$ cat config.mk
export PLATFORM = sky130hd
export DESIGN_NAME = async_rx_core
export DESIGN_NICKNAME = d
export VERILOG_FILES = /design/src/rtl/async_rx_pkg.sv /design/src/rtl/rx_line_sync.sv /design/src/rtl/rx_sampler.sv /design/src/rtl/rx_fifo.sv /design/src/rtl/async_rx_core.sv
export SDC_FILE = /design/constraint.sdc
export NUM_CORES = 1
export LEC_CHECK = 0
export BUFFER_PORTS_ARGS = -buffer_cell sky130_fd_sc_hd__buf_4
export CORE_MARGIN = 1.5
export CORE_UTILIZATION = 31
export CTS_CLUSTER_DIAMETER = 100
export CTS_CLUSTER_SIZE = 10
export DETAILED_ROUTE_END_ITERATION = 10
export GPL_TIMING_DRIVEN = 0
export PLACE_DENSITY = 0.53
export RECOVER_POWER = 50
export SYNTH_ARGS = -nofsm -noshare
export SYNTH_HDL_FRONTEND = slang
export SYNTH_HIERARCHICAL = 1
export SYNTH_SLANG_ARGS = --single-unit
$ cat constraint.sdc
create_clock -name clk -period 6.5 [get_ports clk]
set_input_delay 0.65 -clock clk [delete_from_list [all_inputs] [get_ports clk]]
set_output_delay 0.65 -clock clk [all_outputs]
set_load 0.02 [all_outputs]
$ cat src/rtl/async_rx_pkg.sv
package async_rx_pkg;

    localparam int OVS        = 16;
    localparam int DATA_W     = 8;
    localparam int FIFO_DEPTH = 16;
    localparam int MIN_BITS   = 5;

    typedef enum logic [1:0] {
        PAR_NONE     = 2'b00,
        PAR_EVEN     = 2'b01,
        PAR_ODD      = 2'b10,
        PAR_NONE_ALT = 2'b11
    } par_mode_e;

    typedef enum logic [2:0] {
        RX_IDLE,
        RX_START,
        RX_DATA,
        RX_PARITY,
        RX_STOP,
        RX_BRKWAIT
    } rx_state_e;

    typedef struct packed {
        logic              brk;
        logic              frm_err;
        logic              par_err;
        logic [DATA_W-1:0] data;
    } rx_entry_t;

    function automatic logic [3:0] char_bits(input logic [1:0] code);
        return 4'(MIN_BITS) + {2'b00, code};
    endfunction

    function automatic logic [4:0] fill_mark(input logic [1:0] sel);
        case (sel)
            2'd0:    return 5'd1;
            2'd1:    return 5'd4;
            2'd2:    return 5'd8;
            default: return 5'd14;
        endcase
    endfunction

    function automatic logic par_enabled(input par_mode_e m);
        return (m == PAR_EVEN) || (m == PAR_ODD);
    endfunction

endpackage

$ cat src/rtl/rx_line_sync.sv
module rx_line_sync #(
    parameter int STAGES = 2
) (
    input  logic clk,
    input  logic rst,
    input  logic d_i,
    output logic q_o
);
    logic [STAGES-1:0] chain;

    generate
        for (genvar g = 0; g < STAGES; g++) begin : g_stage
            if (g == 0) begin : g_first
                always_ff @(posedge clk) begin
                    if (rst) chain[0] <= 1'b1;
                    else     chain[0] <= d_i;
                end
            end else begin : g_next
                always_ff @(posedge clk) begin
                    if (rst) chain[g] <= 1'b1;
                    else     chain[g] <= chain[g-1];
                end
            end
        end
    endgenerate

    assign q_o = chain[STAGES-1];
endmodule

$ cat src/rtl/rx_sampler.sv
module rx_sampler
    import async_rx_pkg::*;
(
    input  logic      clk,
    input  logic      rst,
    input  logic      tick_i,
    input  logic      rx_i,
    input  logic [1:0] len_i,
    input  logic [1:0] par_i,
    output logic      push_o,
    output rx_entry_t entry_o
);
    localparam int CW = $clog2(OVS);
    localparam logic [CW-1:0] MID_CNT  = CW'(OVS/2 - 1);
    localparam logic [CW-1:0] FULL_CNT = CW'(OVS - 1);

    rx_state_e         state;
    logic [CW-1:0]     tcnt;
    logic [2:0]        bit_idx;
    logic [DATA_W-1:0] shreg;
    logic              pbit;
    logic              prev;

    par_mode_e pm;
    logic      par_on;
    logic      last_bit;
    logic      all_low;
    logic      par_bad;

    assign pm       = par_mode_e'(par_i);
    assign par_on   = par_enabled(pm);
    assign last_bit = ({1'b0, bit_idx} == (char_bits(len_i) - 4'd1));
    assign all_low  = (shreg == '0) && !(par_on && pbit) && !rx_i;
    assign par_bad  = par_on && ((^shreg) ^ pbit ^ (pm == PAR_ODD));

    always_ff @(posedge clk) begin
        if (rst) begin
            state   <= RX_IDLE;
            tcnt    <= '0;
            bit_idx <= '0;
            shreg   <= '0;
            pbit    <= 1'b0;
            prev    <= 1'b1;
            push_o  <= 1'b0;
            entry_o <= '0;
        end else begin
            push_o <= 1'b0;
            if (tick_i) begin
                prev <= rx_i;
                case (state)
                    RX_IDLE: begin
                        if (prev && !rx_i) begin
                            state <= RX_START;
                            tcnt  <= '0;
                        end
                    end
                    RX_START: begin
                        if (tcnt == MID_CNT) begin
                            tcnt    <= '0;
                            bit_idx <= '0;
                            shreg   <= '0;
                            pbit    <= 1'b0;
                            state   <= rx_i ? RX_IDLE : RX_DATA;
                        end else begin
                            tcnt <= tcnt + 1'b1;
                        end
                    end
                    RX_DATA: begin
                        if (tcnt == FULL_CNT) begin
                            tcnt           <= '0;
                            shreg[bit_idx] <= rx_i;
                            if (last_bit) state <= par_on ? RX_PARITY : RX_STOP;
                            else          bit_idx <= bit_idx + 1'b1;
                        end else begin
                            tcnt <= tcnt + 1'b1;
                        end
                    end
                    RX_PARITY: begin
                        if (tcnt == FULL_CNT) begin
                            tcnt  <= '0;
                            pbit  <= rx_i;
                            state <= RX_STOP;
                        end else begin
                            tcnt <= tcnt + 1'b1;
                        end
                    end
                    RX_STOP: begin
                        if (tcnt == FULL_CNT) begin
                            tcnt   <= '0;
                            push_o <= 1'b1;
                            if (all_low) begin
                                entry_o <= '{brk: 1'b1, frm_err: 1'b0,
                                             par_err: 1'b0, data: '0};
                                state   <= RX_BRKWAIT;
                            end else begin
                                entry_o <= '{brk: 1'b0, frm_err: !rx_i,
                                             par_err: par_bad, data: shreg};
                                state   <= RX_IDLE;
                            end
                        end else begin
                            tcnt <= tcnt + 1'b1;
                        end
                    end
                    RX_BRKWAIT: begin
                        if (rx_i) state <= RX_IDLE;
                    end
                    default: state <= RX_IDLE;
                endcase
            end
        end
    end


    brk_zero_chk: assert property (@(posedge clk) disable iff (rst)
        (push_o && entry_o.brk) |-> (entry_o.data == '0 && !entry_o.frm_err && !entry_o.par_err));


    tick_hold_chk: assert property (@(posedge clk) disable iff (rst)
        !tick_i |=> $stable(state) && $stable(tcnt));

endmodule

$ cat src/rtl/rx_fifo.sv
module rx_fifo
    import async_rx_pkg::*;
#(
    parameter int DEPTH = FIFO_DEPTH
) (
    input  logic                       clk,
    input  logic                       rst,
    input  logic                       push_i,
    input  rx_entry_t                  wdata_i,
    input  logic                       pop_i,
    output rx_entry_t                  head_o,
    output logic [$clog2(DEPTH+1)-1:0] count_o,
    output logic                       full_o
);
    localparam int AW = $clog2(DEPTH);
    localparam int CW = $clog2(DEPTH+1);

    rx_entry_t     mem [DEPTH];
    logic [AW-1:0] wptr, rptr;
    logic [CW-1:0] count;
    logic          wr_en, rd_en, empty;

    assign full_o  = (count == CW'(DEPTH));
    assign empty   = (count == '0);
    assign wr_en   = push_i && !full_o;
    assign rd_en   = pop_i && !empty;
    assign head_o  = mem[rptr];
    assign count_o = count;

    function automatic logic [AW-1:0] bump(input logic [AW-1:0] p);
        return (p == AW'(DEPTH-1)) ? '0 : p + 1'b1;
    endfunction

    always_ff @(posedge clk) begin
        if (wr_en) mem[wptr] <= wdata_i;
    end

    always_ff @(posedge clk) begin
        if (rst) begin
            wptr  <= '0;
            rptr  <= '0;
            count <= '0;
        end else begin
            if (wr_en) wptr <= bump(wptr);
            if (rd_en) rptr <= bump(rptr);
            count <= count + CW'(wr_en) - CW'(rd_en);
        end
    end


    no_overflow_chk: assert property (@(posedge clk) disable iff (rst)
        count <= CW'(DEPTH));


    empty_pop_chk: assert property (@(posedge clk) disable iff (rst)
        (pop_i && empty && !push_i) |=> (count == '0));


    full_keep_chk: assert property (@(posedge clk) disable iff (rst)
        (push_i && full_o && !pop_i) |=> (full_o && $stable(rptr)));

endmodule

$ cat src/rtl/async_rx_core.sv
module async_rx_core
    import async_rx_pkg::*;
#(
    parameter int DEPTH       = FIFO_DEPTH,
    parameter int SYNC_STAGES = 2,
    localparam int LVL_W      = $clog2(DEPTH+1)
) (
    input  logic             clk,
    input  logic             rst,
    input  logic             tick16_i,
    input  logic             rxd_i,
    input  logic [1:0]       char_len_i,
    input  logic [1:0]       parity_i,
    input  logic [1:0]       thresh_sel_i,
    input  logic             pop_i,
    input  logic             status_rd_i,
    output logic [7:0]       rd_data_o,
    output logic             rd_perr_o,
    output logic             rd_ferr_o,
    output logic             rd_brk_o,
    output logic [LVL_W-1:0] level_o,
    output logic             data_ready_o,
    output logic             data_avail_o,
    output logic             overrun_o
);
    logic      rx_s;
    logic      rx_push;
    rx_entry_t rx_entry;
    rx_entry_t head;
    logic      fifo_full;

    rx_line_sync #(.STAGES(SYNC_STAGES)) i_sync (
        .clk (clk),
        .rst (rst),
        .d_i (rxd_i),
        .q_o (rx_s)
    );

    rx_sampler i_sampler (
        .clk     (clk),
        .rst     (rst),
        .tick_i  (tick16_i),
        .rx_i    (rx_s),
        .len_i   (char_len_i),
        .par_i   (parity_i),
        .push_o  (rx_push),
        .entry_o (rx_entry)
    );

    rx_fifo #(.DEPTH(DEPTH)) i_fifo (
        .clk     (clk),
        .rst     (rst),
        .push_i  (rx_push),
        .wdata_i (rx_entry),
        .pop_i   (pop_i),
        .head_o  (head),
        .count_o (level_o),
        .full_o  (fifo_full)
    );

    always_ff @(posedge clk) begin
        if (rst)                       overrun_o <= 1'b0;
        else if (rx_push && fifo_full) overrun_o <= 1'b1;
        else if (status_rd_i)          overrun_o <= 1'b0;
    end

    assign rd_data_o    = head.data;
    assign rd_perr_o    = head.par_err;
    assign rd_ferr_o    = head.frm_err;
    assign rd_brk_o     = head.brk;
    assign data_ready_o = (level_o != '0);
    assign data_avail_o = ({{(8-LVL_W){1'b0}}, level_o} >= {3'b000, fill_mark(thresh_sel_i)});


    ovr_set_chk: assert property (@(posedge clk) disable iff (rst)
        (rx_push && fifo_full) |=> overrun_o);


    ovr_hold_chk: assert property (@(posedge clk) disable iff (rst)
        (overrun_o && !status_rd_i) |=> overrun_o);

endmodule

==> qor.csv <==
metric;value;unit
first-pass GRT wire length;31460;um
Synth area leaders;edfxtp_1 (55%), dfxtp_1 (11%), mux4_1 (5.7%);
Synthesis Warnings;6;
GRT overflow;0;
Die H;179.4;um
wire length per cell;19.35;um
final setup skew;17.73;ps
pre-CTS WS;3436;ps
combinational power share;13.3;%
MaxCap Viol Count;0;
Crit Path Max Fanout;10;
slew margin rel.;47.81;%
Fillers;2921;
Multi-input gate area;3032;sq um
starting density of the core;31.52;%
dominant cell by count in the synthesized netlist;edfxtp_1;
Cell Pwr Density;299.7;nW/um^2
RR Endpoint;i_fifo/count_o[4];
Pins Over Slew Limit;0;
Post-synth EDFFs;176;
post-placement cell count;1046;
GR Util All Layers;13.17;%
Core ar.;30590;sq um
PortBufs;30;
Post-Syn Nets;655;
Synth-to-Final Area Change;14.60;%
final worst slack;3328;ps
CTS clk-pin slew, worst paths;60;ps
Final Setup Violations;0;
Vias per Instance;5.021;
Post-synth top cells;edfxtp_1 (176), dfxtp_1 (52), nand2_1 (39);
Final HPWL DP;13560;um
clock sink count;228;
Layout Cells excl Fill;1081;
Cell variety after synth;66;
Top Ports;31;
status;finished clean;
Nets;713;
RR Startpoint;i_fifo/count_o[2];
Root Buffer Master;clkbuf_16;
final period utilization;48.79;%
Synth Flop Type;edfxtp_1;
Clock Latency Late Sink;530;ps
final core utilization;36.13;%
r2r setup slk;3470;ps
sequential element share of the synthesized area;65.60;%
Sw Pwr;0.7963;mW
Hold Crit Depth;2;
register area;6326;sq um
Detail Route Antenna Nets;0;
Synth Instances;620;
Power Internal;2.515;mW
Sw Share;24.05;%
Clock Path Buffers;3;
FP Rows;64;
Worst Path Required;5850;ps
synthesized flop and latch total;228;
area leader, netlist;edfxtp_1;
post-synth top area share;54.81;%
Async SR Flop Fraction;0;%
Endpoint, Worst Hold;i_sync/chain[0];
vias in the first global route;5205;
DRC Markers;0;
cts bufs inserted;26;
final WL;20920;um
Min Hold Slack;308.8;ps
hold_buf cts;0;
H-tree depth;1;
initial antenna violation count;0;
post-cts sizing count;0;
fmax;0.3153;GHz
Final GP Congestion;0.7507;
worst r2r path cells;13;
WP data arrival;2520;ps
Leak;3.776;nW
WP buf/inv;3;
largest net degree at the start of global routing;18;
worst-path cell chain;buf_4 > clkbuf_1 > mux4_1 > a22oi_1 > nand2_1 > buf_4;
RSZ-0062 raised after global routing;no;
Die Width;179.4;um
layout cells sized above 1;15.04;%
sequential power share;48.4;%
TritonCTS clock tree;built;
cell family with most CP delay;buffers and inverters;
CP Class;reg -> out;
worst hold path class;in -> reg;
final hold vios;0;
initial detailed-routing violation count;439;
Vias;5428;
router iterations before antenna repair;6;
clock power share;38.3;%
crit-path max cell delay;470;ps
Hold Path Origin;rxd_i;
critical path's slowest cell;clkbuf_1;
n_diodes;0;
CP endpoint kind;output port;
Worst-Margin Slew;781.8;ps
Post-Syn Area;9643;sq um
Final min period;3172;ps
Worst VDD drop;0.1957;mV
TNS Setup;0;ps
Critical Path Most Common Cell;buf_4;
Mapped Avg Cell Area;15.55;sq um
die area;32170;sq um
crit start category;register;
postcts setup bufs;0;
stage by stage:
stage | power [mW] | instance area, sq um
final | 3.311 | 11050
after global routing | 3.459 | 11050
after CTS | 3.368 | 11070
after detailed placement | 2.090 | 10360
after global placement | 2.085 | 10360
after floorplan | 1.962 | 9643
worst max-delay path by stage:
stage                              endpoint  cells after the start
final                          rd_data_o[3]                      6
after global routing      i_fifo/count_o[4]                     13
after CTS                      rd_data_o[4]                      6
after detailed placement  i_fifo/count_o[4]                     13
after global placement    i_fifo/count_o[4]                     13
after floorplan           i_fifo/count_o[4]                     13
routing by layer:
metal | wire length [um] | vias to the layer above | track usage [%]
li1 | - | 2541 | -
met5 | 0 | - | 0
met3 | 866 | 30 | 2.278
met1 | 10070 | 2745 | 19.03
met2 | 9497 | 112 | 20.26
met4 | 486 | 0 | 3.994
cell families (layout without fill, tap and decap cells):
group	after synthesis	after routing	share of synthesized area, %
multiplexers	45	45	11.20
AND/OR/NAND/NOR	158	158	8.758
AO/OA/AOI/OAI	101	101	7.240
XOR/XNOR	13	13	1.181
buffers and inverters	52	117	2.958
adder cells (fa/ha/maj)	23	23	3.062
flip-flops	228	228	65.60
worst reg2reg max path: stages (launching register included):
cell and delay [ps]:
dfxtp_1 370, inv_1 100, ha_1 170, or4b_1 510, nand2_1 170, inv_1 60
ha_1 270, inv_1 40, ha_1 190, fa_1 400, a21oi_1 150, nor2_1 60
or3_1 340, a21oi_1 140
sequential cells by signal (all words and copies together) (netlist names), named ones only:
signal and count:
i_sync/q_o 1, i_fifo/mem 176, i_sampler/entry_o 11, i_sampler/pbit 1, i_sync/chain 1, i_sampler/state 3, i_fifo/count_o 5, i_sampler/tcnt 4
i_sampler/shreg 8, i_sampler/push_o 1, i_sampler/bit_idx 3, i_sampler/prev 1, i_fifo/rptr 4, i_fifo/wptr 4, overrun_o 1
power groups by stage:
stage                     clock, mW  combinational, mW  sequential (mW)
final                          1.27              0.441             1.60
after global routing           1.36              0.492             1.61
after floorplan                   0              0.322             1.64
after global placement            0              0.450             1.63
after detailed placement          0              0.455             1.64
after CTS                      1.31              0.456             1.60
cell usage in the layout (no fill, tap or decap), types with 22 or more instances in the layout:
cell type and n:
nor2_1 30, nand2_1 39, clkbuf_1 22, a21oi_1 26
mux4_2 23, a22oi_1 30, dfxtp_1 52, buf_4 28
ha_1 22, clkbuf_16 26, inv_1 24, edfxtp_1 176
final cells by class:
| class | count | area share (%) |
|---|---|---|
| flip-flops and latches | 228 | 57.25 |
| multi-input cells | 340 | 27.43 |
| clock buffers | 34 | 6.250 |
| well taps | 396 | 4.484 |
| repair buffers | 30 | 1.902 |
| plain buffers | 28 | 1.721 |
| inverters | 24 | 0.8152 |
| clock inverters | 1 | 0.1472 |
No activity file was read; power rests on OpenSTA's default activity.
